File: src/rtl/pm_evt_pkg.sv
package pm_evt_pkg;
  localparam int OFF_STS = 'h00;
  localparam int OFF_EN  = 'h02;
  localparam int OFF_CTL = 'h04;
  localparam int OFF_TMR = 'h08;

  localparam int BIT_TMR = 0;
  localparam int BIT_GBL = 5;
  localparam int BIT_PWR = 8;
  localparam int BIT_RTC = 10;
  localparam logic [15:0] STS_MASK = 16'h0521;

  localparam int BIT_SCI_EN = 0;
  localparam logic [7:0] APM_ON  = 8'hF1;
  localparam logic [7:0] APM_OFF = 8'hF0;

  localparam int N_CFG       = 4;
  localparam int SMI_CFG_BIT = 8 * 3 + 1;

  typedef enum logic [2:0] {
    SEL_NONE, SEL_STS, SEL_EN, SEL_CTL, SEL_TMR
  } pm_sel_e;
endpackage

File: src/rtl/pm_evt_decode.sv
module pm_evt_decode
  import pm_evt_pkg::*;
#(
  parameter int ADDR_W = 16,
  parameter int WIN_W  = 6
) (
  input  logic [ADDR_W-1:0] addr_i,
  input  logic [31:0]       base_i,
  input  logic              dec_en_i,
  output logic              hit_o,
  output pm_sel_e           sel_o
);
  logic [WIN_W-1:0] off;
  logic             unused_base;

  assign unused_base = ^{base_i[31:ADDR_W], base_i[WIN_W-1:0]};
  assign off   = addr_i[WIN_W-1:0];
  assign hit_o = dec_en_i && (addr_i[ADDR_W-1:WIN_W] == base_i[ADDR_W-1:WIN_W]);

  always_comb begin
    sel_o = SEL_NONE;
    if (hit_o) begin
      if      (off == WIN_W'(OFF_STS)) sel_o = SEL_STS;
      else if (off == WIN_W'(OFF_EN))  sel_o = SEL_EN;
      else if (off == WIN_W'(OFF_CTL)) sel_o = SEL_CTL;
      else if (off == WIN_W'(OFF_TMR)) sel_o = SEL_TMR;
    end
  end
endmodule

File: src/rtl/pm_evt_timer.sv
module pm_evt_timer #(
  parameter int TMR_W = 24
) (
  input  logic             clk_i,
  input  logic             rst_ni,
  input  logic             tick_i,
  output logic [TMR_W-1:0] cnt_o,
  output logic             msb_flip_o
);
  logic [TMR_W-1:0] cnt_q;

  always_ff @(posedge clk_i or negedge rst_ni) begin
    if (!rst_ni)     cnt_q <= '0;
    else if (tick_i) cnt_q <= cnt_q + 1'b1;
  end

  // carry into the top bit toggles it
  assign msb_flip_o = tick_i && (&cnt_q[TMR_W-2:0]);
  assign cnt_o      = cnt_q;
endmodule

File: src/rtl/pm_evt_apm.sv
module pm_evt_apm
  import pm_evt_pkg::*;
#(
  parameter bit SMM_PRESET = 1'b0
) (
  input  logic              clk_i,
  input  logic              rst_ni,
  input  logic              cfg_we_i,
  input  logic [1:0]        cfg_idx_i,
  input  logic [7:0]        cfg_wdata_i,
  input  logic              apm_wr_i,
  input  logic [7:0]        apm_cmd_i,
  output logic [8*N_CFG-1:0] cfg_o,
  output logic              acpi_on_o,
  output logic              acpi_off_o,
  output logic              smi_o
);
  for (genvar i = 0; i < N_CFG; i++) begin : g_cfg
    localparam logic [7:0] RST_VAL = (i == N_CFG - 1 && SMM_PRESET) ? 8'h02 : 8'h00;
    logic [7:0] byte_q;
    always_ff @(posedge clk_i or negedge rst_ni) begin
      if (!rst_ni)                             byte_q <= RST_VAL;
      else if (cfg_we_i && cfg_idx_i == 2'(i)) byte_q <= cfg_wdata_i;
    end
    assign cfg_o[8*i +: 8] = byte_q;
  end

  logic smi_q;
  always_ff @(posedge clk_i or negedge rst_ni) begin
    if (!rst_ni) smi_q <= 1'b0;
    else         smi_q <= apm_wr_i && cfg_o[SMI_CFG_BIT];
  end

  assign smi_o      = smi_q;
  assign acpi_on_o  = apm_wr_i && (apm_cmd_i == APM_ON);
  assign acpi_off_o = apm_wr_i && (apm_cmd_i == APM_OFF);
endmodule

File: src/rtl/pm_evt_regs.sv
module pm_evt_regs
  import pm_evt_pkg::*;
#(
  parameter int TMR_W      = 24,
  parameter bit SMM_PRESET = 1'b0,
  parameter int ADDR_W     = 16,
  parameter int WIN_W      = 6
) (
  input  logic              clk_i,
  input  logic              rst_ni,
  input  logic [ADDR_W-1:0] io_addr_i,
  input  logic              io_wr_i,
  input  logic              io_rd_i,
  input  logic [15:0]       io_wdata_i,
  output logic [31:0]       io_rdata_o,
  input  logic [31:0]       cfg_base_i,
  input  logic              cfg_dec_en_i,
  input  logic              cfg_we_i,
  input  logic [1:0]        cfg_idx_i,
  input  logic [7:0]        cfg_wdata_i,
  output logic [31:0]       cfg_smi_o,
  input  logic              apm_wr_i,
  input  logic [7:0]        apm_cmd_i,
  input  logic              pwrbtn_i,
  input  logic              rtc_evt_i,
  input  logic              gbl_evt_i,
  input  logic              gpe_hp_sts_i,
  input  logic              gpe_hp_en_i,
  input  logic              tmr_tick_i,
  output logic              sci_o,
  output logic              smi_o,
  output logic              tmr_arm_o
);
  logic             hit;
  pm_sel_e          sel;
  logic [TMR_W-1:0] tmr_cnt;
  logic             tmr_flip;
  logic             acpi_on, acpi_off;
  logic [15:0]      sts_q, en_q, ctl_q;
  logic [15:0]      sts_set, sts_clr, ctl_d;

  pm_evt_decode #(.ADDR_W(ADDR_W), .WIN_W(WIN_W)) u_dec (
    .addr_i   (io_addr_i),
    .base_i   (cfg_base_i),
    .dec_en_i (cfg_dec_en_i),
    .hit_o    (hit),
    .sel_o    (sel)
  );

  pm_evt_timer #(.TMR_W(TMR_W)) u_tmr (
    .clk_i      (clk_i),
    .rst_ni     (rst_ni),
    .tick_i     (tmr_tick_i),
    .cnt_o      (tmr_cnt),
    .msb_flip_o (tmr_flip)
  );

  pm_evt_apm #(.SMM_PRESET(SMM_PRESET)) u_apm (
    .clk_i       (clk_i),
    .rst_ni      (rst_ni),
    .cfg_we_i    (cfg_we_i),
    .cfg_idx_i   (cfg_idx_i),
    .cfg_wdata_i (cfg_wdata_i),
    .apm_wr_i    (apm_wr_i),
    .apm_cmd_i   (apm_cmd_i),
    .cfg_o       (cfg_smi_o),
    .acpi_on_o   (acpi_on),
    .acpi_off_o  (acpi_off),
    .smi_o       (smi_o)
  );

  always_comb begin
    sts_set = '0;
    sts_set[BIT_TMR] = tmr_flip;
    sts_set[BIT_GBL] = gbl_evt_i;
    sts_set[BIT_PWR] = pwrbtn_i;
    sts_set[BIT_RTC] = rtc_evt_i;
    sts_clr = (io_wr_i && sel == SEL_STS) ? (io_wdata_i & STS_MASK) : '0;
  end

  always_comb begin
    ctl_d = (io_wr_i && sel == SEL_CTL) ? io_wdata_i : ctl_q;
    if (acpi_on)       ctl_d[BIT_SCI_EN] = 1'b1;
    else if (acpi_off) ctl_d[BIT_SCI_EN] = 1'b0;
  end

  always_ff @(posedge clk_i or negedge rst_ni) begin
    if (!rst_ni) begin
      sts_q <= '0;
      en_q  <= '0;
      ctl_q <= '0;
    end else begin
      sts_q <= (sts_q & ~sts_clr) | sts_set;   // set beats clear
      if (io_wr_i && sel == SEL_EN) en_q <= io_wdata_i;
      ctl_q <= ctl_d;
    end
  end

  always_comb begin
    io_rdata_o = '0;
    if (io_rd_i) begin
      unique case (sel)
        SEL_STS: io_rdata_o = {16'h0, sts_q};
        SEL_EN:  io_rdata_o = {16'h0, en_q};
        SEL_CTL: io_rdata_o = {16'h0, ctl_q};
        SEL_TMR: io_rdata_o = 32'(tmr_cnt);
        default: io_rdata_o = '0;
      endcase
    end
  end

  assign sci_o     = (|(sts_q & en_q & STS_MASK)) || (gpe_hp_sts_i && gpe_hp_en_i);
  assign tmr_arm_o = en_q[BIT_TMR] && !sts_q[BIT_TMR];
endmodule

File: config.mk
export PLATFORM = sky130hd
export DESIGN_NAME = pm_evt_regs
export DESIGN_NICKNAME = d
export VERILOG_FILES = /design/src/rtl/pm_evt_pkg.sv /design/src/rtl/pm_evt_decode.sv /design/src/rtl/pm_evt_timer.sv /design/src/rtl/pm_evt_apm.sv /design/src/rtl/pm_evt_regs.sv
export SDC_FILE = /design/constraint.sdc
export NUM_CORES = 1
export LEC_CHECK = 0
export ABC_CLOCK_PERIOD_IN_PS = 2300
export BUFFER_PORTS_ARGS = -buffer_cell sky130_fd_sc_hd__buf_2
export CAP_MARGIN = 5
export CORE_ASPECT_RATIO = 1.1
export CORE_MARGIN = 2
export CORE_UTILIZATION = 50
export CTS_CLUSTER_SIZE = 14
export DETAILED_ROUTE_END_ITERATION = 10
export PLACE_DENSITY = 0.85
export SLEW_MARGIN = 40
export SYNTH_ARGS = -nofsm -noshare
export SYNTH_HDL_FRONTEND = slang
export SYNTH_SLANG_ARGS = --single-unit
export TNS_END_PERCENT = 20
File: constraint.sdc
create_clock -name clk_i -period 2.3 [get_ports clk_i]
set_input_delay 0 -clock clk_i [delete_from_list [all_inputs] [get_ports clk_i]]
set_output_delay 0 -clock clk_i [all_outputs]
set_load 0.02 [all_outputs]
==> results.cfg <==
[clocking]
cts_setup_buffers = 0
cts.repair.resized = 0
clkTransAtPathRegs_ps = 90
clock-root-buffer = clkbuf_8
cts_buffers = 9
clk_latency_ps = 360
clockBufferDepth = 2
htreeDepth = 3
cts_tree = built
cts_sinks = 93

[placement]
pre_cts_slack_ps = 313
gp_congestion = 0.837
hpwl_um = 7500
portBuffers = 131

[timing]
slew_headroom_pct = 59.3
rsz0062_at_grt = no
holdWs_ps = 122
min_period_ps = 2060
maxSlewViolCount = 0
setup_viol = 0
skew_ps = 8.46
fin_crit_sh_pct = 89.6
hold_violations = 0
worstMarginPinSlew_ps = 605
setup_ws_ps = 240
fmax_ghz = 0.485
fin_tns_setup_ps = 0

[critical_path]
critPathMaxFanout = 5
cp-start-kind = input pin
path_class = input pin to flop
critPathRequiredTime_ps = 2540
r2r_slack_ps = 300
rr_startpoint = u_tmr.cnt_o[5]
worstReg2RegEnd = u_tmr.cnt_o[23]
reg2reg_depth = 5
cp.arrival_ps = 2300
end_kind = flop

[die]
core-area_mm2 = 0.00874
start_util_pct = 50.6
num_rows = 36
pin_count = 162
die_w_um = 93.7
floorplan.die.height_um = 103
die_area_mm2 = 0.00962

[logic_synthesis]
synth.distinct_cells = 40
synth_top_cell_by_area = dfrtp_1
yosysTopAreaCellShare_pct = 52.6
netlist_area_mm2 = 0.00443
yosys_warnings = 0
postSynthCellCount = 353
synth.area.top_cells = dfrtp_1 53%, mux2_2 17%, mux2i_1 3.6%
seq_area_frac_synth_pct = 52.6
synth-seq-cells = 93
avgSynthCellArea_um2 = 12.5

[final_layout]
seqCellArea_mm2 = 0.00233
drive_gt1_share_pct = 42.9
antenna_cells = 0
multi_input_area_mm2 = 0.00201
area_delta_synth_final_pct = 30.9
nFillCells = 641
fin_nets = 627

[outcome]
outcome = complete, no violations

[pwr]
irDropWorstVdd_uv = 497
p_per_area_mw_per_mm2 = 654
p_leak_nw = 2.79

[routing]
drc = 0
detail_route.wl_per_cell_um = 16.4
routed_wl_um = 10600
ant_nets = 0
vias_per_cell = 5.29
num_vias = 3440
drt-initial-drc-count = 126
firstDrtPassIters = 4

[worst_hold_path]
hp-start = cfg_idx_i[1]
whs_path_depth = 3
hold_end = u_apm.g_cfg[0].byte_q[0]
hp-class = input pin to flop

[run]
max_cap_violations = 0

[global_route]
antenna_found_initial = 0
grt_pass1_vias = 3588
grt-ovfl-total = 0
grt_usage_pct = 22.8
grt_pass1_wl_um = 17000
grt_max_degree = 50
==> where the power goes <==
part	internal, mW	switching, mW
sequential	1.80	0.134
clock	0.540	0.588
combinational	0.331	0.391
total	2.67	1.11
==> cell usage after synthesis <==
cell and number:
nand3b_1 2, nor3_1 5, or4_1 1, or4_4 2, xnor2_1 16, nand4_4 1
nor2b_1 1, nand3_1 8, and2_1 9, a22o_1 1, a21o_1 4, nor4_1 3
nand2_1 15, xor2_1 18, nand4_2 1, a22oi_1 1, mux2_2 66, inv_1 5
buf_1 1, nor3b_4 2, or2_1 1, a2bb2oi_1 12, buf_2 3, conb_1 1
a222oi_1 1, buf_4 8, or3_4 1, nor4_2 1, buf_6 1, nand2b_1 2
ha_1 1, dfrtp_1 93, nand4_1 7, mux2i_1 16, nor2_1 32, nor3b_1 1
nor4b_1 2, clkbuf_1 2, and4_1 2, a221oi_1 4
==> worst max-delay path by stage <==
stage,from,to,depth (start not counted)
after global placement,u_tmr.cnt_o[5],u_tmr.cnt_o[23],5
after global routing,io_addr_i[5],ctl_q[0],7
final,io_addr_i[5],ctl_q[0],7
after floorplan,u_tmr.cnt_o[4],u_tmr.cnt_o[23],5
after CTS,io_addr_i[5],ctl_q[0],7
after detailed placement,u_tmr.cnt_o[5],u_tmr.cnt_o[23],5
==> cells by family after synthesis <==
family          Yosys count  share of synthesized area, %
simple gates             99                          12.8
mux                      82                          20.4
compound gates           23                          4.44
buf+inv                  20                          2.63
other cells               1                        0.0847
xor+xnor                 34                          6.73
flops                    93                          52.6
fa+ha+maj                 1                         0.283
==> cells in the final DEF, fill, tap and decap left out, types with 7 or more instances in the layout <==
cell / instances
clkbuf_8: 10
dfrtp_1: 93
dlygate4sd3_1: 35
xor2_1: 18
nand2_1: 15
mux2_2: 66
nor2_1: 32
nand3_1: 8
a2bb2oi_1: 12
and2_1: 9
nand4_1: 7
conb_1: 8
buf_2: 130
mux2i_1: 16
xnor2_1: 16
buf_4: 9
==> per-stage QoR <==
| stage | instances | util, % | power (mW) | cell area (µm²) |
|---|---|---|---|---|
| after CTS | 650 | 66.3 | 3.80 | 5790 |
| final | 650 | 66.3 | 3.79 | 5790 |
| after global placement | 599 | 59.9 | 2.61 | 5240 |
| after detailed placement | 599 | 59.9 | 2.64 | 5240 |
| after global routing | 650 | 66.3 | 3.95 | 5790 |
| after floorplan | 360 | - | 2.35 | 4450 |
==> state kept, by name, summed over array words and instances (netlist names) <==
register,flops
u_apm.smi_o,1
ctl_q,16
u_apm.g_cfg.byte_q,32
en_q,16
u_tmr.cnt_o,24
sts_q,4
==> metal layers <==
| layer | global-route usage, % | vias up | part of all wire [%] |
|---|---|---|---|
| li1 | - | 1598 | - |
| met5 | 0 | - | 0 |
| met3 | 5.77 | 18 | 6.2 |
| met4 | 7.69 | 0 | 1.9 |
| met1 | 26.5 | 1714 | 40 |
| met2 | 41.1 | 110 | 52 |
==> worst max-delay path: stages <==
cell	delay (ps)
buf_2	110
or4_4	580
nor3b_4	360
nand4_4	140
mux2_2	310
mux2_2	250
dlygate4sd3_1	560
==> what timing repair did <==
action / 4_1_cts / 5_1_grt
hold endpoints to repair: 116 / 0
endpoints found under the setup margin: 0 / 0
hold buffers: 35 / 0
==> layout make-up <==
type / count / area share [%]
sequential: 93 / 40.2
inverter: 5 / 0.324
clock inverter: 6 / 1.23
multi-input combinational: 247 / 34.7
clock buffer: 10 / 2.38
timing repair buffer: 175 / 18.8
tap: 114 / 2.46
Note: power is estimated with default switching activity, not from simulation.
